$ cat config.mk
export PLATFORM = sky130hd
export DESIGN_NAME = serial_boot_loader
export DESIGN_NICKNAME = d
export VERILOG_FILES = /design/src/rtl/sboot_pkg.sv /design/src/rtl/sboot_uart_rx.sv /design/src/rtl/sboot_page_writer.sv /design/src/rtl/sboot_handoff.sv /design/src/rtl/serial_boot_loader.sv
export SDC_FILE = /design/constraint.sdc
export NUM_CORES = 1
export LEC_CHECK = 0
export ABC_AREA = 0
export BUFFER_PORTS_ARGS = -buffer_cell sky130_fd_sc_hd__buf_4
export CAP_MARGIN = 5
export CORE_ASPECT_RATIO = 0.9
export CORE_MARGIN = 10
export CORE_UTILIZATION = 38
export DETAILED_ROUTE_END_ITERATION = 8
export PLACE_DENSITY_LB_ADDON = 0.05
export SLEW_MARGIN = 5
export SYNTH_ARGS = -nofsm -noshare
export SYNTH_HDL_FRONTEND = slang
export SYNTH_SLANG_ARGS = --single-unit
$ cat constraint.sdc
create_clock -name clk -period 2.2 [get_ports clk]
set_input_delay 0.22 -clock clk [delete_from_list [all_inputs] [get_ports clk]]
set_output_delay 0.22 -clock clk [all_outputs]
set_load 0.005 [all_outputs]
$ cat src/rtl/sboot_pkg.sv
package sboot_pkg;
  typedef enum logic [2:0] {
    RX_IDLE,
    RX_START,
    RX_DATA,
    RX_STOP,
    RX_WAITHI
  } rx_state_t;

  typedef enum logic {
    PH_LOAD,
    PH_RUN
  } phase_t;
endpackage

$ cat src/rtl/sboot_uart_rx.sv
module sboot_uart_rx #(
  parameter int OVS_DIV = 2,
  parameter int OVS     = 16,
  parameter int DW      = 8
) (
  input  logic          clk,
  input  logic          rst,
  input  logic          rx,
  output logic          vld,
  output logic [DW-1:0] data
);
  import sboot_pkg::*;

  localparam int CW = $clog2(OVS);
  localparam int BW = $clog2(DW);

  logic tick;

  // Oversampling tick: every clock when no division is needed.
  generate
    if (OVS_DIV == 1) begin : g_nodiv
      assign tick = 1'b1;
    end else begin : g_div
      localparam int DVW = $clog2(OVS_DIV);
      logic [DVW-1:0] dcnt;
      always_ff @(posedge clk) begin
        if (rst) dcnt <= '0;
        else if (dcnt == DVW'(OVS_DIV - 1)) dcnt <= '0;
        else dcnt <= dcnt + 1'b1;
      end
      assign tick = (dcnt == DVW'(OVS_DIV - 1));
    end
  endgenerate

  logic [1:0]    sync;
  logic          rxs;
  rx_state_t     st;
  logic [CW-1:0] cnt;
  logic [BW-1:0] bitn;
  logic [DW-1:0] sh;

  always_ff @(posedge clk) begin
    if (rst) sync <= 2'b11;
    else sync <= {sync[0], rx};
  end
  assign rxs = sync[1];

  always_ff @(posedge clk) begin
    if (rst) begin
      st   <= RX_IDLE;
      cnt  <= '0;
      bitn <= '0;
      sh   <= '0;
      vld  <= 1'b0;
      data <= '0;
    end else begin
      vld <= 1'b0;
      if (st == RX_WAITHI) begin
        if (rxs) st <= RX_IDLE;
      end else if (tick) begin
        case (st)
          RX_IDLE: begin
            if (!rxs) begin
              st  <= RX_START;
              cnt <= '0;
            end
          end
          RX_START: begin
            cnt <= cnt + 1'b1;
            if (cnt == CW'(OVS / 2 - 1)) begin
              cnt  <= '0;
              bitn <= '0;
              st   <= rxs ? RX_IDLE : RX_DATA;
            end
          end
          RX_DATA: begin
            cnt <= cnt + 1'b1;
            if (cnt == CW'(OVS - 1)) begin
              cnt <= '0;
              sh  <= {rxs, sh[DW-1:1]};
              if (bitn == BW'(DW - 1)) st <= RX_STOP;
              else bitn <= bitn + 1'b1;
            end
          end
          RX_STOP: begin
            cnt <= cnt + 1'b1;
            if (cnt == CW'(OVS - 1)) begin
              cnt <= '0;
              if (rxs) begin
                vld  <= 1'b1;
                data <= sh;
                st   <= RX_IDLE;
              end else begin
                st <= RX_WAITHI;
              end
            end
          end
          default: st <= RX_IDLE;
        endcase
      end
    end
  end
endmodule

$ cat src/rtl/sboot_page_writer.sv
module sboot_page_writer #(
  parameter int AW         = 16,
  parameter int DW         = 8,
  parameter int PAGE_BYTES = 256
) (
  input  logic          clk,
  input  logic          rst,
  input  logic          high_sel,
  input  logic          enable,
  input  logic          in_vld,
  input  logic [DW-1:0] in_data,
  output logic [AW-1:0] addr,
  output logic [DW-1:0] wdata,
  output logic          we,
  output logic          last
);
  localparam int            CNTW      = $clog2(PAGE_BYTES);
  localparam logic [AW-1:0] HIGH_BASE = {AW{1'b1}} - AW'(PAGE_BYTES - 1);

  logic            hi_q;
  logic [CNTW-1:0] cnt;
  logic [AW-1:0]   base;

  always_comb base = hi_q ? HIGH_BASE : '0;

  always_ff @(posedge clk) begin
    if (rst) begin
      hi_q  <= high_sel;
      cnt   <= '0;
      addr  <= '0;
      wdata <= '0;
      we    <= 1'b0;
      last  <= 1'b0;
    end else begin
      we   <= 1'b0;
      last <= 1'b0;
      if (enable && in_vld) begin
        addr  <= base + AW'(cnt);
        wdata <= in_data;
        we    <= 1'b1;
        last  <= (cnt == CNTW'(PAGE_BYTES - 1));
        cnt   <= cnt + 1'b1;
      end
    end
  end
endmodule

$ cat src/rtl/sboot_handoff.sv
module sboot_handoff (
  input  logic clk,
  input  logic rst,
  input  logic serial_mode,
  input  logic last_write,
  output logic dma_own,
  output logic cpu_hold
);
  import sboot_pkg::*;

  phase_t ph;

  always_ff @(posedge clk) begin
    if (rst) begin
      ph       <= serial_mode ? PH_LOAD : PH_RUN;
      dma_own  <= serial_mode;
      cpu_hold <= 1'b1;
    end else begin
      case (ph)
        PH_LOAD: begin
          if (last_write) begin
            ph       <= PH_RUN;
            dma_own  <= 1'b0;
            cpu_hold <= 1'b0;
          end
        end
        default: begin
          dma_own  <= 1'b0;
          cpu_hold <= 1'b0;
        end
      endcase
    end
  end
endmodule

$ cat src/rtl/serial_boot_loader.sv
module serial_boot_loader #(
  parameter int AW         = 16,
  parameter int DW         = 8,
  parameter int PAGE_BYTES = 256,
  parameter int OVS        = 16,
  parameter int OVS_DIV    = 2
) (
  input  logic          clk,
  input  logic          rst,
  input  logic          boot_serial,
  input  logic          cpu_high_vec,
  input  logic          uart_rx,
  output logic [AW-1:0] mem_addr,
  output logic [DW-1:0] mem_wdata,
  output logic          mem_we,
  output logic          dma_has_bus,
  output logic          cpu_hold_reset
);
  logic          rx_vld;
  logic [DW-1:0] rx_data;
  logic          last_wr;

  sboot_uart_rx #(
    .OVS_DIV(OVS_DIV),
    .OVS    (OVS),
    .DW     (DW)
  ) u_rx (
    .clk (clk),
    .rst (rst),
    .rx  (uart_rx),
    .vld (rx_vld),
    .data(rx_data)
  );

  sboot_page_writer #(
    .AW        (AW),
    .DW        (DW),
    .PAGE_BYTES(PAGE_BYTES)
  ) u_wr (
    .clk     (clk),
    .rst     (rst),
    .high_sel(cpu_high_vec),
    .enable  (dma_has_bus),
    .in_vld  (rx_vld),
    .in_data (rx_data),
    .addr    (mem_addr),
    .wdata   (mem_wdata),
    .we      (mem_we),
    .last    (last_wr)
  );

  sboot_handoff u_ho (
    .clk        (clk),
    .rst        (rst),
    .serial_mode(boot_serial),
    .last_write (last_wr),
    .dma_own    (dma_has_bus),
    .cpu_hold   (cpu_hold_reset)
  );
endmodule

After elaboration in Yosys (flattened, before gate mapping)
Index checks and enable logic that the tools add are counted.
W data, S select, Z words.
{ "totals": {"register_bits": 68, "inputBits": 5, "out_inout_bits": 27, "elab_cells": 90} }
{ "classes": {"add_sub_neg": 5, "n_eq_ne": 18, "muxes": 29, "bitwise_logic": 5, "reduce_logical": 16} }
{ "ops": {"columns": ["cell", "count"], "rows": [
  ["$mux W3", 12],
  ["$add A16 B8 Y16", 1],
  ["$mux W16", 1],
  ["$mux W4", 3],
  ["$ne A3 B1 Y1 const B", 4],
  ["$pmux W3 S4", 1],
  ["$pmux W4 S3", 1],
  ["$mux W1", 9],
  ["$add A8 B1 Y8 const B", 1],
  ["$eq A8 B8 Y1 const B", 1],
  ["$reduce_and A4 Y1", 2],
  ["$reduce_and A7 Y1", 1],
  ["$eq A3 B2 Y1 const B", 2],
  ["$eq A3 B3 Y1 const B", 2],
  ["$ne A2 B1 Y1 const B", 3],
  ["$pmux W3 S2", 1],
  ["$reduce_and A6 Y1", 1],
  ["$reduce_bool A2 Y1", 3],
  ["$reduce_bool A3 Y1", 2],
  ["$reduce_or A2 Y1", 3],
  ["$not A1 Y1", 5],
  ["$reduce_and A5 Y1", 1],
  ["$reduce_or A5 Y1", 1],
  ["$add A4 B1 Y4 const B", 1],
  ["10 further kinds", 11]
]} }

Longest topological paths before layout
Gate-level depths: netlist (run 1).
{ "depth": {"depth_word": 6, "depth_mapped": 6, "depth_no_buf": 6} }

Cells and area by module
Synthesis (run 1) repeated with hierarchy kept, for this count alone.
{ "hier_totals": {"hier_cells": 271, "area_unflattened_um2": 2473.6} }
{ "by_module_without_submodules": {"columns": ["mod", "instances", "cells_each", "area_per_inst_um2", "seq_area_each_um2"], "rows": [
  ["sboot_uart_rx", 1, 135, 1287.5, 600.6],
  ["sboot_page_writer", 1, 128, 1079.8, 570.5],
  ["sboot_handoff", 1, 8, 106.4, 70.1]
]} }

Worst setup path before layout (run 1)
Ideal clock, no wire load.
{ "synth_path": {"kind": "flip-flop to flip-flop", "start": "register u_rx.cnt[0]", "end": "register u_rx.bitn[0]", "setup_time_ns": 0.117, "arrival_time_ns": 1.582, "required_ns": 2.083, "setup_slack_ns": 0.501, "path_stages_with_launch": 6, "path_buffers": 0, "period_less_slack_ns": 1.699, "path_cell_list": "dfxtp_1 -> ha_1 -> nand2_1 -> o32a_1 -> a311o_1 -> a32o_1"} }
{ "synth_between": {"elab_chain_len": 3, "word_cells_on_any_way": 5, "cone_classes": "eq/ne (4); reduce/logical (1)"} }
{ "synth_rtl": {"columns": ["element", "line", "rtl"], "rows": [
  ["start, declared", "sboot_uart_rx.sv:38", "logic [CW-1:0] cnt;"],
  ["start signal, assigned", "sboot_uart_rx.sv:69", "cnt <= cnt + 1'b1;"],
  ["start signal, assigned", "sboot_uart_rx.sv:77", "cnt <= cnt + 1'b1;"],
  ["start signal, assigned", "sboot_uart_rx.sv:86", "cnt <= cnt + 1'b1;"],
  ["$eq A4 B4 Y1 or $eq A4 B3 Y1 (tied branches)", "sboot_uart_rx.sv:78, sboot_uart_rx.sv:70", null],
  ["$ne A2 B1 Y1 (no line)", null, null],
  ["$reduce_and A6 Y1 (no line) (*)", null, null],
  ["end signal, assigned", "sboot_uart_rx.sv:82", "else bitn <= bitn + 1'b1;"],
  ["end, declared", "sboot_uart_rx.sv:39", "logic [BW-1:0] bitn;"]
]} }
Every way passes the cells marked *; elsewhere a longest branch is shown, timed or not.
A chain may end at the register's enable or synchronous reset.

Worst setup path after layout (run 1)
{ "layout_path": {"start": "register u_rx.st[1]", "end": "register u_rx.bitn[0]"} }
{ "layout_between": {"elab_chain_len": 3, "word_cells_on_any_way": 10, "cone_classes": "eq/ne (6); mux (1); bitwise (1); reduce/logical (2)"} }
{ "layout_rtl": {"columns": ["element", "line", "rtl"], "rows": [
  ["start, declared", "sboot_uart_rx.sv:37", "rx_state_t st;"],
  ["start signal, assigned", "sboot_uart_rx.sv:73", "st <= rxs ? RX_IDLE : RX_DATA;"],
  ["$eq A3 B2 Y1, or another cell as far along", "sboot_uart_rx.sv:61", "case (st)"],
  ["$ne A2 B1 Y1 (no line), or another cell as far along", null, null],
  ["$reduce_and A6 Y1 (no line)", null, null]
]} }
Parallel ways exist; a longest one is shown, timed or not.

==> results.md, run 1 <==
- Result of the run: completed
- Synth warn: 0
- Fill cells: 621
- CP peak stage delay: 0.58 ns
- Clock tree from TritonCTS: built
- Worst skew pair latency: 0.34 ns
- Initial standard-cell utilization of the core: 0.397
- Pin count of the biggest net entering global routing: 41
- Least-Margin Pin Slew: 0.684 ns
- Post-CTS Setup Bufs: 0
- Leakage: 1.13 nW
- Detailed-route DRC error count: 0
- Initial antenna violation count: 0
- Wire length of the first global-routing pass: between 8 and 9 mm
- Via count of the first global-routing pass: 1777
- Number of sinks on the clock net: 61
- Post-synth design cell area: 2470 sq um
- Max Buffers Root-to-Sink: 2
- Adder-Cell Fraction of Synth Area: 0.0203
- 1st-pass router iterations: 4
- H-tree depth: 3
- HPWL after DPL: 3.41 mm
- Die height: between 90 and 100 um
- Final sum of negative setup slack: 0 ns
- Final period demand of the worst path: 1.90 ns
- Post-cts repair resize count: 0
- Cell variety after synth: just over 40
- Antenna diode count: 0
- Final Wtd Congestion: 0.782
- Highest Clock Rate: 527 MHz
- Share of layout cells above drive strength 1: 0.190
- Core area: between 6000 and 7000 sq um
- Leading area contributor after synthesis: dfxtp_1
- Post-Synthesis Cells: 275
- Vias post-DR: roughly 1900
- Share of synthesized cell area in and, or, nand and nor gates: 0.231
- Mapped Avg Cell Area: between 8 and 9 sq um
- Xor-xnor portion of the synthesized cell area: 0.0284
- Port bufs: 31
- Routed length on met2: approximately 2.2 mm
- Clock buffer count from CTS: 9
- Nature of the critical path startpoint: flop
- Power per standard cell area: 819 nW/um^2
- Cell family with most CP delay: compound AO/OA/AOI/OAI gates
- Largest family of logic cells by synthesized area: simple AND/OR/NAND/NOR gates
- Worst Hold Slack: between 0.05 and 0.06 ns
- Critical Path End Type: flop
- Die Width: 105 um
- Final Max Slew Viols: 0
- Maximum fanout along the worst path: 13
- Synthesized Nets: 284
- Maximum clock skew at final layout: around 0.0045 ns
- Most common cell after layout, fill and taps aside: dfxtp_1
- Final Routed Wirelength: between 5 and 6 mm
- Post-route fraction of the period consumed by the critical path: 0.863
- Multiplexer share of the synthesized area: 0.0816
- Starting DRC count in detailed routing: 76
- Final setup viols: 0
- Max-cap violation count: 0
- Normalized max-slew margin: 0.543
- Number of hold violations in the final report: 0
- Cell row count: 27
- Clock-pin slew reported for the worst setup and hold paths after clock tree synthesis: 0.06 ns
- Required time of the worst setup path: ~2.4 ns
- Count of nets left with antenna violations after detail routing: 0
- Number of buffers inserted for hold repair after clock tree synthesis: 0
- Area growth syn-to-layout: 21.2%
- Unrepaired setup endpoints after global routing: false
- Post-Route M1 WL: 2.45 mm
- Uppermost signal routing layer after detailed routing: met4
- Top cell type's share of synthesized area: 0.478
- Overall global routing resource usage: 0.102
- Total power: between 2 and 2.5 mW
- Clock root buffer master: clkbuf_8
- Data arrival at the endpoint of the critical path: around 2.1 ns
- Class of the most critical hold timing path: input port to flop
- Series of cell instances along the critical path: or2b_1 -> o32a_1 -> a311o_1 -> a32o_1
- Synth area leaders: dfxtp_1 48%, nand2_1 8.1%, mux2i_1 7.7%
- Die Area: 10100 sq um
- Commonest cells after routing, fill and taps aside: 59 x dfxtp_1, 53 x nand2_1, 37 x buf_4, 32 x nor2_1, 22 x a21oi_1
- Critical-path cell with the highest stage delay: dfxtp_1
- Worst path bufs/invs: 0
- Gr ovfl total: 0
- Register area share after synthesis: 0.503
- Final-stage net count: 310
- Synthesized-area fraction occupied by ao, oa, aoi and oai cells: 0.0836
- Average vias per placed instance: 4.81
- I/O pin count: 32
- Maximum vdd drop: about 420 uV
- Routed wire length per instance: 12.8 um
- Critical path class: flop to flop
- Met3 wire len: 316 um
- Flip-flop and latch count after synthesis: 61
-- logic make-up after synthesis --
family / count (synthesis)
and+or+nand+nor: 123
buffers and inverters: 24
muxes: 20
DFF: 61
AOI/OAI and AO/OA: 35
xor gates and xnor gates: 8
adders and majority gates: 4
-- area by class of cell --
| cell class | instances | area, sq um | area share |
|---|---|---|---|
| Inverter | 2 | 7.51 | 0.00251 |
| Sequential cell | 61 | 1240 | 0.415 |
| Clock inverter | 3 | 90.1 | 0.0301 |
| Multi-Input combinational cell | 190 | 1100 | 0.367 |
| Clock buffer | 13 | 169 | 0.0564 |
| Timing Repair Buffer | 37 | 278 | 0.0928 |
| Tap cell | 87 | 109 | 0.0364 |
-- state kept, by name, summed over array words and instances (netlist names) --
signal           flops
u_wr.addr            9
u_rx.data            8
u_rx.sh              8
u_wr.cnt             8
u_wr.wdata           8
u_rx.cnt             4
u_rx.bitn            3
u_rx.st              3
u_rx.sync            2
u_ho.cpu_hold        1
u_ho.dma_own         1
u_ho.ph              1
u_rx.g_div.dcnt      1
u_rx.vld             1
u_wr.hi_q            1
u_wr.last            1
u_wr.we              1
-- power breakdown --
group | total, mW | internal (mW) | switching (mW)
Sequential | 1.13 | 1.12 | 0.00988
Clock | 1.26 | 0.846 | 0.416
Combinational | 0.0580 | 0.0215 | 0.0365
-- synthesized netlist by cell type --
master and number:
dfxtp_1 59, nand2_1 53, nor2_1 32, a21oi_1 22
mux2i_1 19, buf_4 8, clkbuf_1 8, nand3_1 7
nor3_1 6, xnor2_1 6, ha_1 4, nand4_1 4
o21ai_0 4, and2_1 3, buf_1 3, or2_2 3
a21o_1 2, a311o_1 2, edfxtp_1 2, nand2b_1 2
nor2b_1 2, nor3_4 2, nor3b_1 2, nor4b_1 2
xor2_1 2, a311oi_1 1, a31oi_1 1, a32o_1 1
buf_2 1, buf_6 1, clkbuf_2 1, clkinv_1 1
inv_1 1, mux2_2 1, nor4_1 1, o22ai_1 1
o32a_1 1, or2_1 1, or2b_1 1, or3_1 1
or4_1 1
-- metal layers --
layer	GRT usage	vias up
li1	-	972
met1	0.119	872
met2	0.160	39
met3	0.0437	7
met4	0.0548	0
met5	0	-
-- stage by stage --
step	area [sq um]	setup WS (ns)	utilization	instances
2_1_floorplan	2470	0.501	-	275
3_3_place_gp	2730	0.376	0.440	377
3_5_place_dp	2730	0.328	0.440	377
4_1_cts	2990	0.317	0.481	393
5_1_grt	2990	0.217	0.481	393
6_report	2990	0.302	0.481	393
-- final timing paths --
kind,start,to,slack (ns),cells past startpoint
max reg2reg,u_rx.st[1],u_rx.bitn[0],0.30,4
max,u_rx.st[1],u_rx.bitn[0],0.30,4
min reg2reg,u_rx.sync[0],u_rx.sync[1],0.41,1
min,cpu_high_vec,u_wr.hi_q,0.06,1
No activity file was read; power rests on OpenSTA's default activity.
==> run 2: changes to the inputs <==
--- a/config.mk
+++ b/config.mk
@@ -11,3 +11,2 @@
 export CORE_ASPECT_RATIO = 0.9
-export CORE_MARGIN = 10
 export CORE_UTILIZATION = 38
==> constraint.sdc (replaced) <==
create_clock -name clk -period 2.2 [get_ports clk]
set_input_delay 0.44 -clock clk [delete_from_list [all_inputs] [get_ports clk]]
set_output_delay 0.44 -clock clk [all_outputs]
set_load 0.005 [all_outputs]
==> results.md, run 2 (same netlist as run 1, synthesis figures left out) <==
- Normalized max-slew margin: 0.505 (was 0.543)
- Combinational power share: 0.026 (was 0.024)
- Count of nets left with antenna violations after detail routing: 0 (unchanged)
- Gr ovfl total: 0 (unchanged)
- Required time of the worst setup path: 2.42 ns (was 2.43 ns)
- Clock root buffer master: clkbuf_8 (unchanged)
- Pin count of the biggest net entering global routing: 25 (was 41)
- Power Internal: 1.84 mW (was 1.99 mW)
- Vias post-DR: 1875 (was 1890)
- Clock buffer count from CTS: 9 (unchanged)
- Worst reg-to-reg setup slack: 0.33 ns (was 0.30 ns)
- Final Routed Wirelength: 4.63 mm (was 5.05 mm)
- Starting DRC count in detailed routing: 43 (was 76)
- Die Width: 87.0 um (was 105 um)
- Endpoint of the worst register-to-register path: u_rx.bitn[0] (unchanged)
- Series of cell instances along the critical path: or2b_1 -> o32a_1 -> a311o_1 -> a32o_1 (unchanged)
- Initial antenna violation count: 0 (unchanged)
- Post-CTS Setup Bufs: 0 (unchanged)
- CP peak stage delay: 0.55 ns (was 0.58 ns)
- Final period demand of the worst path: 1.87 ns (was 1.90 ns)
- Number of sinks on the clock net: 61 (unchanged)
- Final sum of negative setup slack: 0 ns (unchanged)
- Highest Clock Rate: 534 MHz (was 527 MHz)
- Detailed-route DRC error count: 0 (unchanged)
- Clock-pin slew reported for the worst setup and hold paths after clock tree synthesis: 0.07 ns (was 0.06 ns)
- 1st-pass router iterations: 4 (unchanged)
- Reg power frac: 0.488 (was 0.461)
- Post-route fraction of the period consumed by the critical path: 0.851 (was 0.863)
- Total power: 2.31 mW (was 2.45 mW)
- Number of cells traversed by the worst register-to-register path: 4 (unchanged)
- Leakage: 1.11 nW (was 1.13 nW)
- Maximum fanout along the worst path: 13 (unchanged)
- H-tree depth: 3 (unchanged)
- Final Wtd Congestion: 0.746 (was 0.782)
- Commonest cells after routing, fill and taps aside: 59 x dfxtp_1, 53 x nand2_1, 38 x buf_4, 32 x nor2_1, 22 x a21oi_1 (was 59 x dfxtp_1, 53 x nand2_1, 37 x buf_4, 32 x nor2_1, 22 x a21oi_1)
- Count of placed standard cells in the final layout, fillers left out: 394 (was 393)
- Switching component of the power: 470 uW (was 463 uW)
- Core Util, Final: 0.480 (was 0.481)
- Initial standard-cell utilization of the core: 0.400 (was 0.397)
- Critical Path End Type: flop (unchanged)
- Maximum clock skew at final layout: 0.00851 ns (was 0.00446 ns)
- Maximum vdd drop: 381 uV (was 420 uV)
- Max Buffers Root-to-Sink: 2 (unchanged)
- Die height: 78.5 um (was 96.5 um)
- Antenna diode count: 0 (unchanged)
- Clock power share: 0.486 (was 0.515)
- Final-stage net count: 311 (was 310)
- Cells after DPL: 378 (was 377)
- Worst skew pair latency: 0.33 ns (was 0.34 ns)
- Post-cts repair resize count: 0 (unchanged)
- Worst reg2reg path startpoint: u_rx.st[1] (unchanged)
- Power per standard cell area: 780 nW/um^2 (was 819 nW/um^2)
- Final Max Slew Viols: 0 (unchanged)
- Hold path cells: 1 (unchanged)
- Via count of the first global-routing pass: 1681 (was 1777)
- Most common cell after layout, fill and taps aside: dfxtp_1 (unchanged)
- Wire length of the first global-routing pass: 7.89 mm (was 8.36 mm)
- Data arrival at the endpoint of the critical path: 2.09 ns (was 2.13 ns)
- Critical path class: flop to flop (unchanged)
- Core area: 6180 sq um (was 6220 sq um)
- Largest register FFs: 9 (unchanged)
- Number of buffers inserted for hold repair after clock tree synthesis: 0 (unchanged)
- Overall global routing resource usage: 0.152 (was 0.102)
- Terminating pin of the worst hold path: u_wr.hi_q (unchanged)
- Number of hold violations in the final report: 0 (unchanged)
- Die Area: 6830 sq um (was 10100 sq um)
- Switching Share: 0.203 (was 0.189)
- Cell family with most CP delay: compound AO/OA/AOI/OAI gates (unchanged)
- Routed wire length per instance: 11.7 um (was 12.8 um)
- Result of the run: completed (unchanged)
- Unrepaired setup endpoints after global routing: false (unchanged)
- Worst Hold Slack: 0.283 ns (was 0.0560 ns)
- Nature of the critical path startpoint: flop (unchanged)
- Max-cap violation count: 0 (unchanged)
- HPWL after DPL: 3.11 mm (was 3.41 mm)
- Area growth syn-to-layout: 20.2% (was 21.2%)
- Worst path bufs/invs: 0 (unchanged)
- Class of the most critical hold timing path: input port to flop (unchanged)
- I/O pin count: 32 (unchanged)
- Startpoint of the tightest hold check path: cpu_high_vec (unchanged)
- Final setup viols: 0 (unchanged)
- Register containing the most flip-flops in the final layout: u_wr.addr (unchanged)
- Average vias per placed instance: 4.76 (was 4.81)
- Clock tree from TritonCTS: built (unchanged)
- Share of layout cells above drive strength 1: 0.189 (was 0.190)
- Critical-path cell with the highest stage delay: dfxtp_1 (unchanged)
- Least-Margin Pin Slew: 0.740 ns (was 0.684 ns)
- Cell row count: 27 (unchanged)
- Port bufs: 31 (unchanged)
==> run 2: changes by cell type in the layout (fill, tap and decap cells not counted) <==
| cell | delta |
|---|---|
| buf_4 | +1 |
| bufinv_16 | -1 |
| clkbuf_1 | +1 |
| clkbuf_8 | -1 |
| clkinvlp_4 | +1 |
==> run 2: metrics by stage <==
step	area, sq um	setup WS (ns)
CTS	2970	0.337
finish	2970	0.328
detailed placement	2740	0.351
global route	2970	0.228
global placement	2740	0.344
floorplan	2470	0.501
==> run 2: area by class of cell <==
class	instances	area, sq um
clock buffers	13	159
clock inverters	3	67.6
fillers	625	3210
inverters	2	7.51
multi-input cells	190	1100
flip-flops and latches	61	1240
well taps	87	109
repair buffers	38	285
==> run 2: layer usage <==
layer | GRT usage | vias up | part of all wire
met4 | 0.0650 | 0 | 0.013
met1 | 0.202 | 852 | 0.50
met3 | 0.0610 | 4 | 0.046
met2 | 0.217 | 38 | 0.44
met5 | 0 | - | 0
li1 | - | 981 | -
==> run 2: worst max path at each step <==
stage / from / end / slack, ns / cells past startpoint
3_5_place_dp: u_rx.st[1] / u_rx.bitn[0] / 0.35 / 4
2_1_floorplan: u_rx.cnt[0] / u_rx.bitn[0] / 0.50 / 5
4_1_cts: u_rx.st[1] / u_rx.bitn[0] / 0.34 / 4
5_1_grt: u_rx.cnt[0] / u_rx.bitn[0] / 0.23 / 5
6_report: u_rx.st[1] / u_rx.bitn[0] / 0.33 / 4
3_3_place_gp: u_rx.st[1] / u_rx.bitn[0] / 0.34 / 4
==> run 2: worst register-to-register path: cells and delay by family, from the launching register on <==
kind             cells  cell delay [ns]
AO/OA/AOI/OAI        3             0.87
flip-flops           1             0.55
AND/OR/NAND/NOR      1             0.34
==> run 2: power groups by stage <==
| stage | Combinational (mW) | Clock, mW | Sequential, mW |
|---|---|---|---|
| after floorplan | 0.0408 | 0 | 1.15 |
| after global routing | 0.0674 | 1.21 | 1.13 |
| after CTS | 0.0599 | 1.16 | 1.13 |
| after detailed placement | 0.0597 | 0 | 1.16 |
| after global placement | 0.0606 | 0 | 1.16 |
| final | 0.0590 | 1.13 | 1.13 |
